**src/rtl/lapic_timer_pkg.sv**
```systemverilog
// Package: register selects, field positions and widths shared by the timer.
// Assumes a 32-bit register port with a 2-bit word address.
package lapic_timer_pkg;
    localparam int DATA_W  = 32;
    localparam int ADDR_W  = 2;
    localparam int VEC_W   = 8;
    localparam int EXP_W   = 3;
    localparam int DIV_W   = 4;

    typedef enum logic [ADDR_W-1:0] {
        SEL_ENTRY   = 2'd0,
        SEL_INITIAL = 2'd1,
        SEL_CURRENT = 2'd2,
        SEL_DIVIDE  = 2'd3
    } reg_sel_e;

    localparam int BIT_PERIODIC = 17;
    localparam int BIT_MASK     = 16;
    localparam logic [DIV_W-1:0] DIV_KEEP = 4'b1011;
endpackage

```
**src/rtl/lapic_timer_regs.sv**
```systemverilog
// Register file: entry word, initial count, divide setting and read mux.
// Assumes the current count comes live from the counter; writes to it are dropped.
module lapic_timer_regs
    import lapic_timer_pkg::*;
(
    input  logic              clk,
    input  logic              rst_n,
    input  logic              wr,
    input  logic [ADDR_W-1:0] addr,
    input  logic [DATA_W-1:0] wdata,
    input  logic [DATA_W-1:0] cur_count,
    output logic [DATA_W-1:0] rdata,
    output logic [DATA_W-1:0] init_count,
    output logic              load,
    output logic              periodic,
    output logic              masked,
    output logic [VEC_W-1:0]  vector,
    output logic [EXP_W-1:0]  div_exp
);
    logic [DIV_W-1:0] div_q;
    logic             per_q;
    logic             msk_q;
    logic [VEC_W-1:0] vec_q;
    logic [EXP_W-1:0] code;

    // Register writes; the entry word comes out of reset with only the mask bit set.
    always_ff @(posedge clk) begin
        if (!rst_n) begin
            div_q      <= '0;
            per_q      <= 1'b0;
            msk_q      <= 1'b1;
            vec_q      <= '0;
            init_count <= '0;
        end else if (wr) begin
            case (reg_sel_e'(addr))
                SEL_ENTRY: begin
                    per_q <= wdata[BIT_PERIODIC];
                    msk_q <= wdata[BIT_MASK];
                    vec_q <= wdata[VEC_W-1:0];
                end
                SEL_INITIAL: init_count <= wdata;
                SEL_DIVIDE:  div_q <= wdata[DIV_W-1:0] & DIV_KEEP;
                default: ;
            endcase
        end
    end

    // Exponent decode: bit 3 supplies the top bit, then add one modulo eight.
    always_comb begin
        code    = {div_q[3], div_q[1:0]};
        div_exp = code + 3'd1;
    end

    // Read mux and field outputs.
    always_comb begin
        rdata = '0;
        case (reg_sel_e'(addr))
            SEL_ENTRY: begin
                rdata[BIT_PERIODIC] = per_q;
                rdata[BIT_MASK]     = msk_q;
                rdata[VEC_W-1:0]    = vec_q;
            end
            SEL_INITIAL: rdata = init_count;
            SEL_CURRENT: rdata = cur_count;
            SEL_DIVIDE:  rdata[DIV_W-1:0] = div_q;
            default:     rdata = '0;
        endcase
    end

    assign load     = wr && (reg_sel_e'(addr) == SEL_INITIAL);
    assign periodic = per_q;
    assign masked   = msk_q;
    assign vector   = vec_q;

    assert_divmask_R2: assert property (@(posedge clk) disable iff (!rst_n)
        (reg_sel_e'(addr) == SEL_DIVIDE) |-> ((rdata & ~{28'd0, DIV_KEEP}) == '0));
    assert_entry_bits_R11: assert property (@(posedge clk) disable iff (!rst_n)
        (reg_sel_e'(addr) == SEL_ENTRY) |-> (rdata[DATA_W-1:BIT_PERIODIC+1] == '0 &&
                                             rdata[BIT_MASK-1:VEC_W] == '0));
endmodule

```
**src/rtl/lapic_timer_prescale.sv**
```systemverilog
// Prescaler: free-running phase counter that emits a tick every 2^exp cycles.
// Assumes exp never exceeds 2^EXP_W - 1; the phase is cleared on a count restart.
module lapic_timer_prescale #(
    parameter int EXP_W = 3
) (
    input  logic             clk,
    input  logic             rst_n,
    input  logic             restart,
    input  logic [EXP_W-1:0] div_exp,
    output logic             tick
);
    localparam int PH_W = (1 << EXP_W) - 1;

    logic [PH_W-1:0] phase;
    logic [PH_W-1:0] sel;

    // Phase counter, cleared on reset or restart.
    always_ff @(posedge clk) begin
        if (!rst_n || restart) phase <= '0;
        else                   phase <= phase + 1'b1;
    end

    // Tick when all phase bits below the exponent are ones.
    always_comb begin
        sel  = PH_W'((1 << div_exp) - 1);
        tick = ((phase & sel) == sel);
    end

    assert_spacing_R3: assert property (@(posedge clk) disable iff (!rst_n)
        (tick && !restart && div_exp != '0) |=> (!tick || $past(div_exp) != div_exp));
endmodule

```
**src/rtl/lapic_timer_counter.sv**
```systemverilog
// Down-counter: loads, decrements per tick, reloads or stops on expiry, and
// registers the masked request. Assumes load has priority over a tick.
module lapic_timer_counter #(
    parameter int CNT_W = 32,
    parameter int VEC_W = 8
) (
    input  logic             clk,
    input  logic             rst_n,
    input  logic             load,
    input  logic [CNT_W-1:0] load_val,
    input  logic [CNT_W-1:0] init_count,
    input  logic             tick,
    input  logic             periodic,
    input  logic             masked,
    input  logic [VEC_W-1:0] vector,
    output logic [CNT_W-1:0] count,
    output logic             irq_valid,
    output logic [VEC_W-1:0] irq_vector
);
    logic armed;
    logic expire;

    // Expiry occurs on the tick after the count has reached zero.
    assign expire = !load && tick && armed && (count == '0);

    // Count state: load, decrement, reload in periodic mode, stop in one-shot.
    always_ff @(posedge clk) begin
        if (!rst_n) begin
            count <= '0;
            armed <= 1'b0;
        end else if (load) begin
            count <= load_val;
            armed <= (load_val != '0);
        end else if (tick && armed) begin
            if (count != '0)   count <= count - 1'b1;
            else if (periodic) count <= init_count;
            else               armed <= 1'b0;
        end
    end

    // Request register: one-cycle pulse with the vector, unless masked.
    always_ff @(posedge clk) begin
        if (!rst_n) begin
            irq_valid  <= 1'b0;
            irq_vector <= '0;
        end else begin
            irq_valid  <= expire && !masked;
            irq_vector <= expire ? vector : irq_vector;
        end
    end

    assert_pulse_R8: assert property (@(posedge clk) disable iff (!rst_n)
        irq_valid |=> !irq_valid);
    assert_masked_R7: assert property (@(posedge clk) disable iff (!rst_n)
        (masked && !$past(masked) == 1'b0) |=> !irq_valid);
    assert_zero_stop_R9: assert property (@(posedge clk) disable iff (!rst_n)
        (!armed && !load) |=> (count == $past(count) && !irq_valid));
    assert_hold_R5: assert property (@(posedge clk) disable iff (!rst_n)
        (!armed && count == '0 && !load) |=> (count == '0));
endmodule

```
**src/rtl/lapic_timer.sv**
```systemverilog
// Top: local interrupt controller countdown timer with a four-register port.
// Assumes single-cycle writes and a combinational read of the addressed register.
module lapic_timer
    import lapic_timer_pkg::*;
(
    input  logic              clk,
    input  logic              rst_n,
    input  logic              reg_wr,
    input  logic [ADDR_W-1:0] reg_addr,
    input  logic [DATA_W-1:0] reg_wdata,
    output logic [DATA_W-1:0] reg_rdata,
    output logic              irq_valid,
    output logic [VEC_W-1:0]  irq_vector
);
    logic [DATA_W-1:0] cur_count;
    logic [DATA_W-1:0] init_count;
    logic              load;
    logic              periodic;
    logic              masked;
    logic [VEC_W-1:0]  vector;
    logic [EXP_W-1:0]  div_exp;
    logic              tick;

    lapic_timer_regs u_regs (
        .clk(clk), .rst_n(rst_n), .wr(reg_wr), .addr(reg_addr), .wdata(reg_wdata),
        .cur_count(cur_count), .rdata(reg_rdata), .init_count(init_count),
        .load(load), .periodic(periodic), .masked(masked), .vector(vector),
        .div_exp(div_exp)
    );

    lapic_timer_prescale #(.EXP_W(EXP_W)) u_prescale (
        .clk(clk), .rst_n(rst_n), .restart(load), .div_exp(div_exp), .tick(tick)
    );

    lapic_timer_counter #(.CNT_W(DATA_W), .VEC_W(VEC_W)) u_counter (
        .clk(clk), .rst_n(rst_n), .load(load), .load_val(reg_wdata),
        .init_count(init_count), .tick(tick), .periodic(periodic), .masked(masked),
        .vector(vector), .count(cur_count), .irq_valid(irq_valid),
        .irq_vector(irq_vector)
    );
endmodule

```
**config.mk**
```make
export PLATFORM = sky130hd
export DESIGN_NAME = lapic_timer
export DESIGN_NICKNAME = d
export VERILOG_FILES = /design/src/rtl/lapic_timer_pkg.sv /design/src/rtl/lapic_timer_regs.sv /design/src/rtl/lapic_timer_prescale.sv /design/src/rtl/lapic_timer_counter.sv /design/src/rtl/lapic_timer.sv
export SDC_FILE = /design/constraint.sdc
export NUM_CORES = 1
export LEC_CHECK = 0
export BUFFER_PORTS_ARGS = -buffer_cell sky130_fd_sc_hd__buf_2
export CORE_ASPECT_RATIO = 0.7
export CORE_MARGIN = 2
export CORE_UTILIZATION = 31
export CTS_CLUSTER_DIAMETER = 40
export DETAILED_ROUTE_END_ITERATION = 8
export SLEW_MARGIN = 30
export SYNTH_ARGS = -nofsm -noshare
export SYNTH_HDL_FRONTEND = slang
export SYNTH_SLANG_ARGS = --single-unit
```
**constraint.sdc**
```tcl
create_clock -name clk -period 4.3 [get_ports clk]
set_clock_uncertainty 0.05 [all_clocks]
set_input_delay 1.075 -clock clk [delete_from_list [all_inputs] [get_ports clk]]
set_output_delay 1.075 -clock clk [all_outputs]
set_load 0.02 [all_outputs]
```
==> results.json <==
{
  "critPathKind": "primary input to primary output",
  "die_area_um2": 19050,
  "timing.critical_path.required_ns": 3.17,
  "cts_inserted_buffers": 9,
  "dr.pass1.iters": 7,
  "nFillCells": 1832,
  "io_pins": 78,
  "max-clock-path-buffers": 2,
  "diodes": 0,
  "static-leakage-power_uw": 0.002470,
  "cpMaxStageDelayCell": "ha_1",
  "fin_tns_setup_ns": 0,
  "grt.total_usage": 0.1944,
  "busiest_layer": "met1",
  "drc": 0,
  "min_period_ns": 3.811,
  "drive_above_1_share": 0.1800,
  "overflow": 0,
  "routedWlPerCell_um": 17.84,
  "slew_viol_final": 0,
  "critPathArrivalTime_ns": 2.69,
  "status": "complete, no violations",
  "clock_latency_ns": 0.35,
  "area_delta_synth_final_pct": 15.99,
  "syn_nets": 782,
  "cts_resized": 0,
  "grt_use_met1": 0.2917,
  "grt_max_degree": 37,
  "grt_pass1_vias": 5184,
  "cp_cell_sequence": "buf_2 > inv_1 > ha_1 > buf_4 > a22oi_1 > nor2b_1 > buf_2",
  "cts_setup_buffers": 0,
  "final_util": 0.3715,
  "use_met2": 0.2806,
  "peakVddDrop_mv": 0.1433,
  "root_buffer": "clkbuf_16",
  "core.rowCount": 40,
  "yosys_warnings": 0,
  "finalSetupViolations": 0,
  "critical_path.max_stage_delay_ns": 0.68,
  "critPathLaunchType": "primary input",
  "ys_types": 67,
  "async_flop_share": 0,
  "drv_cap": 0,
  "io_buffers": 77,
  "place_congestion": 0.8222,
  "grt_setup_unrepaired": "false",
  "hold-worst-slack_ns": 0.4252,
  "fin_crit_sh": 0.8862,
  "drt_iter0_drc": 631,
  "path_max_fanout": 17,
  "grt.met3_usage": 0.04617,
  "core_area_um2": 17370,
  "final_nets": 833,
  "maxSlewHeadroom": 0.4732,
  "synth_edf_count": 0,
  "ys_seq_area_frac": 0.3383,
  "ys_seq_elements": 94,
  "cts.htree.levels": 3,
  "cts.hold.buffers_added": 0,
  "die_x_um": 164.1,
  "multiInputGateArea_um2": 3363,
  "via_per_inst": 5.510,
  "antenna_found_initial": 0,
  "tightest_slew_ns": 0.7902,
  "clock_sinks": 94,
  "drtAntennaViolNets": 0,
  "end_kind": "primary output",
  "synthCells": 733,
  "vias": 5620,
  "cts.clk_slew.worst_paths_ns": 0.06,
  "dp_hpwl_um": 12960,
  "hold_path_class": "register to register",
  "regArea_um2": 1882,
  "hold_violations": 0,
  "dieHeight_um": 116.1,
  "wl_um": 18200,
  "synth_ff_type": "dfxtp_1",
  "grt_pass1_wl_um": 29080,
  "avgSynthCellArea_um2": 7.589,
  "crit_top_cell": "buf_2",
  "start_util": 0.3203,
  "netlist_area_um2": 5563,
  "cts_tree": "done",
  "power_density_nw_per_um2": 364.5,
  "timing.fmax_mhz": 262.4
}
## synthesized netlist by cell type (all sizes together) (12+ instances only)
cell | instances | area share
nand2 | 128 | 0.088
dfxtp | 94 | 0.34
clkbuf | 36 | 0.025
nor2b | 24 | 0.027
ha | 12 | 0.027
o211ai | 16 | 0.022
nor2 | 55 | 0.037
nor4 | 17 | 0.027
a31oi | 18 | 0.020
o21ai | 48 | 0.045
buf | 20 | 0.023
nor3 | 13 | 0.013
inv | 16 | 0.011
nand3 | 23 | 0.021
a22oi | 24 | 0.032
mux2i | 13 | 0.023
a21oi | 75 | 0.067
## metal layers
layer	vias to the layer above	wire length, um
met5	-	0
met4	0	153
met3	15	1519
met2	206	7544
met1	2634	8983
li1	2765	-
## through the flow
step / setup slack, ns / total power (uW) / std cells / area [um^2]
2_1_floorplan: 0.7896 / 1317 / 733 / 5563
3_3_place_gp: 0.5198 / 1461 / 1004 / 6122
3_5_place_dp: 0.4805 / 1463 / 1004 / 6122
4_1_cts: 0.4945 / 2362 / 1020 / 6452
5_1_grt: 0.3515 / 2464 / 1020 / 6452
6_report: 0.4894 / 2352 / 1020 / 6452
## where the power goes
part	switching (uW)	leakage [uW]	internal (uW)
Clock	371	0.000163	530
Sequential	46.1	0.000764	904
Combinational	317	0.00154	183
## path summary, 6_finish.rpt
check / from / endpoint / slack, ns / depth (start not counted)
max: reg_addr[1] / reg_rdata[31] / 0.49 / 7
min: u_prescale.phase[0] / u_prescale.phase[0] / 0.43 / 1
min reg2reg: u_prescale.phase[0] / u_prescale.phase[0] / 0.43 / 1
max reg2reg: u_regs.div_q[1] / u_counter.count[14] / 0.84 / 12
## worst max-delay path: cells and delay by family
family / cells / cell delay, ns
AOI/OAI and AO/OA: 1 / 0.10
adders and majority gates: 1 / 0.68
buffers and inverters: 4 / 0.69
and+or+nand+nor: 1 / 0.13
## state kept, by name, summed over array words and instances (netlist names)
| signal | count |
|---|---|
| u_counter.armed | 1 |
| u_counter.count | 32 |
| u_counter.irq_valid | 1 |
| u_counter.irq_vector | 8 |
| u_prescale.phase | 7 |
| u_regs.div_q | 3 |
| u_regs.init_count | 32 |
| u_regs.masked | 1 |
| u_regs.periodic | 1 |
| u_regs.vector | 8 |
## placed cells by master (no fill, tap or decap), drive strengths merged, types with 10 or more instances in the layout
cell | Yosys | final
a22oi | 24 | 24
o21ai | 48 | 48
nand3 | 23 | 23
a31oi | 18 | 18
mux2i | 13 | 13
nor2 | 55 | 55
buf | 20 | 96
nand2 | 128 | 128
a21oi | 75 | 75
inv | 16 | 18
o211ai | 16 | 16
nor3 | 13 | 13
clkbuf | 36 | 10
nor2b | 24 | 24
dfxtp | 94 | 94
nor4 | 17 | 17
ha | 12 | 12
## logic make-up after synthesis
family          count (synthesis)  synth area share
mux                            14           0.02542
xor+xnor                       12           0.01889
flops                          94            0.3383
simple gates                  307            0.2755
buf+inv                        72           0.05825
compound gates                222            0.2566
fa+ha+maj                      12           0.02699
## layout make-up
cell class,instances,share of cell area
clock buffers,10,0.03704
clock inverters,6,0.01416
inverters,16,0.009308
multi-input cells,567,0.5212
flip-flops and latches,94,0.2916
well taps,231,0.04479
repair buffers,96,0.08183
No activity file was read; power rests on OpenSTA's default activity.
